File: src/rtl/tick_pkg.sv
package tick_pkg;
  localparam int unsigned REG_AW = 2;
  localparam int unsigned DATA_W = 32;

  typedef enum logic [REG_AW-1:0] {
    A_CTRL    = 2'd0,
    A_RELOAD  = 2'd1,
    A_CURRENT = 2'd2
  } tick_addr_e;

  // bit positions software decodes
  localparam int unsigned B_EN   = 0;
  localparam int unsigned B_IRQ  = 1;
  localparam int unsigned B_CLK  = 2;
  localparam int unsigned B_FLAG = 16;
endpackage

File: src/rtl/tick_ctrl_regs.sv
module tick_ctrl_regs
  import tick_pkg::*;
#(
  parameter int unsigned CNT_W = 24
) (
  input  logic              clk_i,
  input  logic              rst_ni,
  input  logic              wr_ctrl_i,
  input  logic              wr_reload_i,
  input  logic              wr_cur_i,
  input  logic              rd_clr_i,
  input  logic [DATA_W-1:0] wdata_i,
  input  logic              wrap_i,
  output logic              en_o,
  output logic              tick_en_o,
  output logic [CNT_W-1:0]  reload_o,
  output logic              flag_o
);
  logic             en_q, tick_q, flag_q;
  logic [CNT_W-1:0] reload_q;

  always_ff @(posedge clk_i or negedge rst_ni) begin
    if (!rst_ni) begin
      en_q   <= 1'b0;
      tick_q <= 1'b0;
    end else if (wr_ctrl_i) begin
      en_q   <= wdata_i[B_EN];
      tick_q <= wdata_i[B_IRQ];
    end
  end

  always_ff @(posedge clk_i or negedge rst_ni) begin
    if (!rst_ni)          reload_q <= '0;
    else if (wr_reload_i) reload_q <= wdata_i[CNT_W-1:0];
  end

  // current-write clear beats wrap; wrap beats read clear
  always_ff @(posedge clk_i or negedge rst_ni) begin
    if (!rst_ni)       flag_q <= 1'b0;
    else if (wr_cur_i) flag_q <= 1'b0;
    else if (wrap_i)   flag_q <= 1'b1;
    else if (rd_clr_i) flag_q <= 1'b0;
  end

  assign en_o      = en_q;
  assign tick_en_o = tick_q;
  assign reload_o  = reload_q;
  assign flag_o    = flag_q;
endmodule

File: src/rtl/tick_down_counter.sv
module tick_down_counter #(
  parameter int unsigned CNT_W = 24
) (
  input  logic             clk_i,
  input  logic             rst_ni,
  input  logic             en_i,
  input  logic             tick_en_i,
  input  logic             clr_i,
  input  logic [CNT_W-1:0] reload_i,
  output logic [CNT_W-1:0] cnt_o,
  output logic             wrap_o,
  output logic             irq_o
);
  localparam logic [CNT_W-1:0] ONE = CNT_W'(1);

  logic [CNT_W-1:0] cnt_q;
  logic             irq_q;
  logic             at_zero;

  assign at_zero = (cnt_q == '0);
  assign wrap_o  = en_i && !clr_i && (cnt_q == ONE);

  always_ff @(posedge clk_i or negedge rst_ni) begin
    if (!rst_ni)      cnt_q <= '0;
    else if (clr_i)   cnt_q <= '0;
    else if (en_i) begin
      if (at_zero)    cnt_q <= reload_i;
      else            cnt_q <= cnt_q - ONE;
    end
  end

  always_ff @(posedge clk_i or negedge rst_ni) begin
    if (!rst_ni) irq_q <= 1'b0;
    else         irq_q <= wrap_o && tick_en_i;
  end

  assign cnt_o = cnt_q;
  assign irq_o = irq_q;
endmodule

File: src/rtl/tick_read_mux.sv
module tick_read_mux
  import tick_pkg::*;
#(
  parameter int unsigned CNT_W = 24
) (
  input  logic [REG_AW-1:0] addr_i,
  input  logic              en_i,
  input  logic              tick_en_i,
  input  logic              flag_i,
  input  logic [CNT_W-1:0]  reload_i,
  input  logic [CNT_W-1:0]  cnt_i,
  output logic [DATA_W-1:0] rdata_o
);
  localparam int unsigned PAD_W = DATA_W - CNT_W;

  always_comb begin
    rdata_o = '0;
    unique case (addr_i)
      A_CTRL: begin
        rdata_o[B_EN]   = en_i;
        rdata_o[B_IRQ]  = tick_en_i;
        rdata_o[B_CLK]  = 1'b1;
        rdata_o[B_FLAG] = flag_i;
      end
      A_RELOAD:  rdata_o = {{PAD_W{1'b0}}, reload_i};
      A_CURRENT: rdata_o = {{PAD_W{1'b0}}, cnt_i};
      default:   rdata_o = '0;
    endcase
  end
endmodule

File: src/rtl/tick_timer.sv
module tick_timer
  import tick_pkg::*;
#(
  parameter int unsigned CNT_W = 24
) (
  input  logic              clk_i,
  input  logic              rst_ni,
  input  logic [1:0]        addr_i,
  input  logic              wr_en_i,
  input  logic              rd_en_i,
  input  logic [31:0]       wdata_i,
  input  logic              dbg_i,
  input  logic              dbg_mtype_i,
  output logic [31:0]       rdata_o,
  output logic              irq_o
);
  logic             wr_ctrl, wr_reload, wr_cur, rd_clr;
  logic             en, tick_en, flag, wrap;
  logic [CNT_W-1:0] reload, cnt;

  assign wr_ctrl   = wr_en_i && (addr_i == A_CTRL);
  assign wr_reload = wr_en_i && (addr_i == A_RELOAD);
  assign wr_cur    = wr_en_i && (addr_i == A_CURRENT);
  // debugger with master-type 1 reads without side effect
  assign rd_clr    = rd_en_i && (addr_i == A_CTRL) && !(dbg_i && dbg_mtype_i);

  tick_ctrl_regs #(.CNT_W(CNT_W)) u_regs (
    .clk_i       (clk_i),
    .rst_ni      (rst_ni),
    .wr_ctrl_i   (wr_ctrl),
    .wr_reload_i (wr_reload),
    .wr_cur_i    (wr_cur),
    .rd_clr_i    (rd_clr),
    .wdata_i     (wdata_i),
    .wrap_i      (wrap),
    .en_o        (en),
    .tick_en_o   (tick_en),
    .reload_o    (reload),
    .flag_o      (flag)
  );

  tick_down_counter #(.CNT_W(CNT_W)) u_cnt (
    .clk_i     (clk_i),
    .rst_ni    (rst_ni),
    .en_i      (en),
    .tick_en_i (tick_en),
    .clr_i     (wr_cur),
    .reload_i  (reload),
    .cnt_o     (cnt),
    .wrap_o    (wrap),
    .irq_o     (irq_o)
  );

  tick_read_mux #(.CNT_W(CNT_W)) u_rmux (
    .addr_i    (addr_i),
    .en_i      (en),
    .tick_en_i (tick_en),
    .flag_i    (flag),
    .reload_i  (reload),
    .cnt_i     (cnt),
    .rdata_o   (rdata_o)
  );
endmodule

File: config.mk
export PLATFORM = sky130hd
export DESIGN_NAME = tick_timer
export DESIGN_NICKNAME = d
export VERILOG_FILES = /design/src/rtl/tick_pkg.sv /design/src/rtl/tick_ctrl_regs.sv /design/src/rtl/tick_down_counter.sv /design/src/rtl/tick_read_mux.sv /design/src/rtl/tick_timer.sv
export SDC_FILE = /design/constraint.sdc
export NUM_CORES = 1
export LEC_CHECK = 0
export BUFFER_PORTS_ARGS = -buffer_cell sky130_fd_sc_hd__buf_4
export CORE_MARGIN = 3
export CORE_UTILIZATION = 35
export DETAILED_ROUTE_END_ITERATION = 7
export PLACE_DENSITY = 0.53
export REMOVE_ABC_BUFFERS = 1
export SLEW_MARGIN = 20
export SYNTH_ARGS = -nofsm -noshare
export SYNTH_HDL_FRONTEND = slang
export SYNTH_SLANG_ARGS = --single-unit
File: constraint.sdc
create_clock -name clk_i -period 6.2 [get_ports clk_i]
set_input_delay 0.93 -clock clk_i [delete_from_list [all_inputs] [get_ports clk_i]]
set_output_delay 0.93 -clock clk_i [all_outputs]
set_load 0.02 [all_outputs]
# Word-level counts from Yosys, hierarchy flattened
# Index checks and enable logic that the tools add are counted.
# word_totals
ff_bits	52
inputBits	40
output_inout_bits	33
elab_cells	35
# op_classes
add_sub_neg	1
eq_ne	3
muxes	10
reduce_logical	15
# ops
operator	count
$mux W24	3
$pmux W13 S2	1
$eq A24 B1 Y1 const B	1
$logic_not A24 Y1	1
$sub A24 B1 Y24 const B	1
$pmux W7 S2	1
$logic_and A1 B1 Y1	9
$pmux W3 S3	1
$mux W1	3
$pmux W1 S3	1
$reduce_bool A3 Y1	1
$eq A2 B1 Y1 const B	1
$eq A2 B2 Y1 const B	1
$logic_not A1 Y1	2
$logic_not A2 Y1	1
$reduce_bool A2 Y1	1

# Longest topological paths before layout
# Gate-level depths: netlist of the first run.
# depth
depth_word	7
ltp_mapped	9
depth_no_buf	7

# Cells and area by module
# A second synthesis of the first run with hierarchy kept.
# hier_totals
cells_unflattened	345
area_unflattened_um2	3449.6
# by_module_without_submodules
mod	n_inst	cells_each	area_each_um2	seq_area_each_um2
tick_down_counter	1	211	1800.5	625.6
tick_ctrl_regs	1	59	1109.8	675.6
tick_read_mux	1	69	495.5	0.0
tick_timer	1	6	43.8	0.0

# Worst setup path after synthesis of the first run
# OpenSTA, ideal clock, no wires.
# synth_timing
kind	input-to-output
startpoint	input port addr_i[1]
endpoint	output port rdata_o[17]
arrival_time_ns	2.060
t_required_ns	5.270
slack_ns	3.210
cell_stages	6
path_buffers	2
path_cell_list	inv_1 -> ha_1 -> clkbuf_1 -> clkbuf_1 -> a22oi_1 -> nor2b_1
# synth_via
elab_chain_cells	2
word_cells_on_any_way	3
classes_between	eq/ne: 2; mux: 1
# synth_lines
element	line_no	source
from (decl)	tick_timer.sv:8	input logic [1:0] addr_i,
$eq A2 B2 Y1 or $eq A2 B1 Y1 (tied branches)	tick_read_mux.sv:18	unique case (addr_i)
$pmux W7 S2 (*)	tick_read_mux.sv:18	
to (decl)	tick_timer.sv:14	output logic [31:0] rdata_o,
# Mark *: on every way between the ends. The rest lies on a longest branch, timed or not.

# Worst setup path in the final report of the first run
# layout_timing
startpoint	input port addr_i[0]
endpoint	register u_cnt.cnt_q[23] (netlist: u_cnt.cnt_o[23])
# layout_via
elab_chain_cells	3
word_cells_on_any_way	4
classes_between	eq/ne: 1; mux: 1; reduce/logical: 2
# layout_lines
element	line_no	source
$eq A2 B2 Y1 (*)	tick_timer.sv:23	assign wr_cur = wr_en_i && (addr_i == A_CURRENT);
$logic_and A1 B1 Y1 (*)	tick_timer.sv:23	
$mux W24 or $reduce_bool A2 Y1 (tied branches)	-	
to (signal assigned)	tick_down_counter.sv:27	if (at_zero) cnt_q <= reload_i;
to (signal assigned)	tick_down_counter.sv:28	else cnt_q <= cnt_q - ONE;
to (decl)	tick_down_counter.sv:16	logic [CNT_W-1:0] cnt_q;
# Marks and branches as above.
# A chain may end at the register's enable or synchronous reset.

==> reports/metrics.csv, run 1 <==
metric,value,unit
status,finished clean,
CTS buffer count,5,
Setup CP Type,in2reg,
Min-Delay Path Depth,1,
Buffers on Ports,56,
HP Class,reg2reg,
Syn Area/Cell,9.53,sq um
number of synthesized flops with an enable pin,0,
final setup violating endpoints,0,
CP Launch Type,input port,
setup_tns,0,ns
Starting Density,36.5,%
clock skew,0.0104,ns
WP buf/inv,2,
WP data required,6.40,ns
width of the die,102,microns
slowest CP cell,ha_1,
Worst EP arrival,3.67,ns
max-cap viol count,0,
hold slack,0.521,ns
vias per cell,5.65,
Max Slew Vio Count,0,
Reg2Reg Depth,6,
layout cells sized above 1,27.7,%
"Cell Count, Final, Fillers Out",483,
first-pass GRT wire length,14.0,mm
hold worst-path end,u_regs.en_o,
f_max,288,MHz
CTS tree,yes,
"commonest non-fill, non-tap cell in the layout",buf_4,
Clock Tree Root,clkbuf_8,
RSZ-0062 raised after global routing,false,
crit path time final,3.48,ns
Detailed Routing Iterations Pass 1,6,
DR vias,2727,
"Distinct cells, synth",43,
Yosys warning total,0,
asr flop ratio synth,100,%
Worst Max-Slew Pin Slew,1.07,ns
IO Count,73,
P per Cell Area,344,mW/mm^2
Routed Antenna Nets,0,
Max VDD drop,0.000123,V
clock sink count,52,
total congestion overflow,0,
Most used DFF post-synth,dfrtp_1,
cell mode on critical path,nand2_1,
Cell Count Post-Placement,476,
Syn Inst Count,337,
worst reg2reg startpoint,u_cnt.cnt_o[8],
H-Tree Depth,2,
FF-to-FF setup slack,3.22,ns
largest net degree at the start of global routing,53,
Util after Layout,42.4,%
RR Endpoint,u_cnt.cnt_o[17],
Max Fanout on Critical Path,26,
core region area,0.00881,sq mm
Slew HR,28.4,%
initial antenna violation count,0,
top post-synthesis cells by area,"dfrtp_1 41%, mux2_2 11%, a22oi_1 4.7%",
routed wire length,8.52,mm
CP cell instances,buf_4 > inv_1 > ha_1 > nand2_1 > nand2_1 > nor3_1 > and3_1 > a311o_1,
Synth Cell Area,0.00321,sq mm
post-CTS setup buffer count,0,
die area,0.0104,sq mm
GP Congestion,0.817,
Post-CTS Resized,0,
clk buf depth,2,
DP Wirelength,5.59,mm
CTS Hold Bufs,0,
Global Route Usage Sum,16.9,%
"commonest non-fill, non-tap cells in the layout","59 x buf_4, 52 x dfrtp_1, 32 x mux2_2, 22 x nor2b_1, 21 x nand2_1",
cell taking the most area after synthesis,dfrtp_1,
min-delay src,u_regs.en_o,
Detailed Route Iter0 Violations,186,
leakage,1.64,nW
CP endpoint kind,register,
routed len/inst,17.6,microns
post-synth top area share,40.5,%
row count,34,
number of diodes,0,
drt drc,0,
max incr delay on CP,0.86,ns
Die Y,102,microns
P&R area growth vs syn,16.1,%
clk slew on worst S/H paths,0.10,ns
vias in the first global route,2767,
Clock Latency Late Sink,0.31,ns
"FF+latch count, synth",52,
Crit path max-delay family,simple AND/OR/NAND/NOR gates,
Final period util,56.1,%
# nets final,422,
final hold vios,0,
register area share after synthesis,40.5,%
worst reg2reg max path, stage by stage (launching register included):
cell	delay, ns
dfrtp_1	0.49
nor4_2	0.37
nand4_1	0.45
nor2_1	0.85
buf_4	0.31
o21ai_0	0.12
a32o_1	0.29
metal layers:
metal | vias up | track usage [%] | wire [microns]
met4 | 0 | 4.60 | 64
li1 | 1307 | - | -
met2 | 58 | 27.8 | 4050
met5 | - | 0 | 0
met1 | 1356 | 23.2 | 4100
met3 | 6 | 2.62 | 313
flip-flops by register name (all words and copies together) (netlist names):
| signal | flops |
|---|---|
| u_cnt.cnt_o | 24 |
| u_cnt.irq_o | 1 |
| u_regs.en_o | 1 |
| u_regs.flag_o | 1 |
| u_regs.reload_o | 24 |
| u_regs.tick_en_o | 1 |
layout make-up:
class                   count  area [sq um]
fillers                   880          5080
multi-input cells         247          1720
flip-flops and latches     52          1300
repair buffers             59           443
well taps                 108           135
clock buffers               7          96.3
inverters                  10          37.5
synthesized netlist by cell type, types with 2 or more instances:
library cell  number
buf_2              3
buf_6              3
inv_1             10
buf_1              2
a21oi_1            5
a222oi_1           3
ha_1               7
nand4_1            4
o22ai_1            6
dfrtp_1           52
nor2_1            20
o2bb2ai_1          2
nor4_1             9
nor3_1            20
nand2b_1           2
clkbuf_1          19
a22oi_1           20
nor2b_1           22
mux2i_1            4
mux2_2            32
and3_1             3
a211oi_1           5
a32o_1             8
buf_4              8
or3_1              2
nor4_2             2
nand2_1           22
o21ai_0           20
o31ai_1            3
nand3_1            2
a221oi_1           5
metrics by stage:
stage | area [sq um] | setup WS [ns] | power [W]
finish | 3730 | 2.72 | 0.00128
global route | 3730 | 2.53 | 0.00138
CTS | 3720 | 2.69 | 0.00129
detailed placement | 3630 | 2.37 | 0.00107
global placement | 3630 | 2.45 | 0.00106
floorplan | 3050 | 3.23 | 0.000893
report_power, final:
group | internal, W | total (W) | switching, W | leakage, nW
Sequential | 0.000426 | 0.000537 | 0.000111 | 0.655
Combinational | 0.000227 | 0.000531 | 0.000304 | 0.931
Clock | 0.0000999 | 0.000215 | 0.000115 | 0.0503
Total | 0.000753 | 0.00128 | 0.000530 | 1.64
cells by family (layout without fill, tap and decap cells):
| kind of cell | after synthesis | count (layout) | synth area share, % |
|---|---|---|---|
| adders and majority gates | 7 | 7 | 2.73 |
| and+or+nand+nor | 113 | 113 | 18.5 |
| other | 1 | 8 | 0.117 |
| AOI/OAI and AO/OA | 82 | 82 | 18.3 |
| buffers and inverters | 45 | 76 | 7.01 |
| muxes | 37 | 37 | 12.8 |
| DFF | 52 | 52 | 40.5 |
worst max-delay path by stage:
stage,endpoint,startpoint,cells past startpoint
global placement,u_cnt.cnt_o[23],addr_i[0],8
global route,u_cnt.cnt_o[23],addr_i[0],8
finish,u_cnt.cnt_o[23],addr_i[0],8
CTS,rdata_o[2],addr_i[1],6
floorplan,rdata_o[11],addr_i[1],4
detailed placement,u_cnt.cnt_o[23],addr_i[0],8
No activity file was read; power rests on OpenSTA's default activity.
==> run 2, diff against run 1 <==
--- a/config.mk
+++ b/config.mk
@@ -5,11 +5,12 @@
 export SDC_FILE = /design/constraint.sdc
 export NUM_CORES = 1
 export LEC_CHECK = 0
+export ABC_AREA = 1
 export BUFFER_PORTS_ARGS = -buffer_cell sky130_fd_sc_hd__buf_4
 export CORE_MARGIN = 3
 export CORE_UTILIZATION = 35
 export DETAILED_ROUTE_END_ITERATION = 7
-export PLACE_DENSITY = 0.53
+export PLACE_DENSITY = 0.52
 export REMOVE_ABC_BUFFERS = 1
 export SLEW_MARGIN = 20
 export SYNTH_ARGS = -nofsm -noshare
==> constraint.sdc (replaced) <==
create_clock -name clk_i -period 3.6 [get_ports clk_i]
set_input_delay 0.54 -clock clk_i [delete_from_list [all_inputs] [get_ports clk_i]]
set_output_delay 0.54 -clock clk_i [all_outputs]
set_load 0.02 [all_outputs]
==> reports/metrics.csv, run 2 <==
metric,value,unit
Global Route Usage Sum,16.3,%
f_max,405,MHz
Post-CTS Resized,0,
total congestion overflow,0,
"FF+latch count, synth",52,
status,finished clean,
CTS buffer count,5,
Synth Cell Area,0.00353,sq mm
number of synthesized flops with an enable pin,0,
DP Wirelength,6.32,mm
Logic pwr share,54.2,%
Clock Tree Root,clkbuf_8,
clk buf depth,2,
H-Tree Depth,2,
Detailed Routing Iterations Pass 1,4,
Max VDD drop,0.000220,V
initial antenna violation count,0,
GP Congestion,0.841,
Syn Inst Count,498,
CTS Hold Bufs,0,
vias in the first global route,3125,
DR vias,3196,
sw frac,49.5,%
Worst Max-Slew Pin Slew,0.778,ns
post-synth top area share,36.9,%
leakage,2.09,nW
most instantiated cells after synthesis,"177 x nand2_1, 54 x nor2_1, 52 x dfrtp_1, 37 x nand3_1, 34 x inv_1",
top post-synthesis cells by area,"dfrtp_1 37%, nand2_1 19%, nor2_1 5.7%",
Clock Latency Late Sink,0.31,ns
layout filler cell count,1048,
Max Slew Vio Count,0,
Max Fanout on Critical Path,15,
hold slack,0.267,ns
layout cells sized above 1,20.9,%
Final period util,68.5,%
Slew HR,48.1,%
Most used DFF post-synth,dfrtp_1,
routed wire length,8.70,mm
Seq. cell area,0.00130,sq mm
IO Count,73,
final hold vios,0,
Buffers on Ports,56,
post-CTS setup buffer count,0,
highest metal used,met4,
# nets final,595,
drt drc,0,
number of diodes,0,
RSZ-0062 raised after global routing,false,
Starting Density,36.1,%
P per Cell Area,704,mW/mm^2
final setup violating endpoints,0,
Setup CP Type,in2out,
total chip power,0.00290,W
Yosys warning total,0,
cell taking the most area after synthesis,dfrtp_1,
CP Launch Type,input port,
Clk pwr share,12.2,%
asr flop ratio synth,100,%
register area share after synthesis,36.9,%
Syn Area/Cell,7.08,sq um
"Distinct cells, synth",29,
Die Y,106,microns
largest net degree at the start of global routing,53,
Pint,0.00146,W
first-pass GRT wire length,15.2,mm
width of the die,106,microns
WL met1,4.38,mm
Cell Count Post-Placement,674,
clock sink count,52,
setup_tns,0,ns
max-cap viol count,0,
CP endpoint kind,output pin,
row count,36,
clock skew,0.00992,ns
die area,0.0113,sq mm
Reg2Reg Depth,7,
Routed Antenna Nets,0,
"Cell Count, Final, Fillers Out",682,
WP data required,3.06,ns
routed len/inst,12.8,microns
most common cell in the synthesized netlist,nand2_1,
clk slew on worst S/H paths,0.10,ns
footprint of the multi-input gates,0.00196,sq mm
Post-Place Cell Area,0.00402,sq mm
vias per cell,4.69,
crit path time final,2.47,ns
HP Class,in2async,
CTS tree,yes,
met3 routed WL,337,microns
Sequential Power Share,33.6,%
"commonest non-fill, non-tap cell in the layout",nand2_1,
post-layout instance area,0.00411,sq mm
core region area,0.00977,sq mm
switching power,0.00143,W
Detailed Route Iter0 Violations,123,
"commonest non-fill, non-tap cells in the layout","177 x nand2_1, 62 x buf_4, 54 x nor2_1, 52 x dfrtp_1, 37 x nand3_1",
P&R area growth vs syn,16.6,%
Worst EP arrival,1.93,ns
WL met2,3.92,mm
run 2: cell types whose count changed in the layout (fill, tap and decap cells not counted), moves of 15 or more:
| cell | change |
|---|---|
| a21oi_1 | +21 |
| inv_1 | +24 |
| nand3_1 | +35 |
| a22oi_1 | -20 |
| nor3_1 | -18 |
| nand2_1 | +156 |
| nor2_2 | +17 |
| nor2_1 | +34 |
| nor2b_1 | -22 |
| mux2_2 | -15 |
run 2: path summary, 6_finish.rpt:
kind                                      from                   to  slack, ns
worst min register to register   u_regs.flag_o        u_regs.flag_o       0.52
worst max register to register  u_cnt.cnt_o[0]       u_cnt.cnt_o[4]       1.53
min in group clk_i                 wdata_i[16]  u_regs.reload_o[16]       0.45
worst min-delay path                    rst_ni      u_cnt.cnt_o[22]       0.27
max in group asynchronous               rst_ni       u_cnt.cnt_o[8]       2.89
worst max-delay path                 addr_i[0]           rdata_o[2]       1.13
run 2: critical path, cell delays in order:
cell	delay [ns]
buf_4	0.12
inv_1	0.07
ha_1	0.46
buf_4	0.31
nand2_1	0.07
nand2_1	0.06
o21ai_0	0.08
inv_1	0.07
buf_4	0.13
run 2: logic make-up after synthesis:
kind of cell / count (synthesis) / synth area share [%]
buf+inv: 61 / 8.37
fa+ha+maj: 7 / 2.48
flops: 52 / 36.9
simple gates: 317 / 39.8
xor+xnor: 4 / 0.994
mux: 17 / 5.43
compound gates: 39 / 5.89
other cells: 1 / 0.106
run 2: final cells by class:
class / instances / area share, %
sequential: 52 / 31.6
clock inverter: 2 / 0.243
clock buffer: 6 / 2.01
inverter: 35 / 3.19
multi-input combinational: 392 / 47.6
timing repair buffer: 62 / 11.3
tap: 133 / 4.05
run 2: stage by stage:
| stage | utilization, % | setup WS, ns |
|---|---|---|
| after floorplan | - | 1.29 |
| after global placement | 41.1 | 1.09 |
| after detailed placement | 41.1 | 1.07 |
| after CTS | 42.1 | 1.07 |
| after global routing | 42.1 | 0.966 |
| final | 42.1 | 1.13 |
run 2: power groups by stage:
stage | clock (W) | combinational, W | sequential (W)
detailed placement | 0 | 0.00158 | 0.000983
global route | 0.000386 | 0.00181 | 0.00101
global placement | 0 | 0.00156 | 0.000978
floorplan | 0 | 0.00123 | 0.000919
finish | 0.000354 | 0.00157 | 0.000974
CTS | 0.000366 | 0.00158 | 0.000972
run 2: per-layer routing:
metal | GRT usage (%) | vias up
li1 | - | 1667
met1 | 23.6 | 1465
met2 | 26.2 | 59
met3 | 2.43 | 5
met4 | 2.78 | 0
met5 | 0 | -
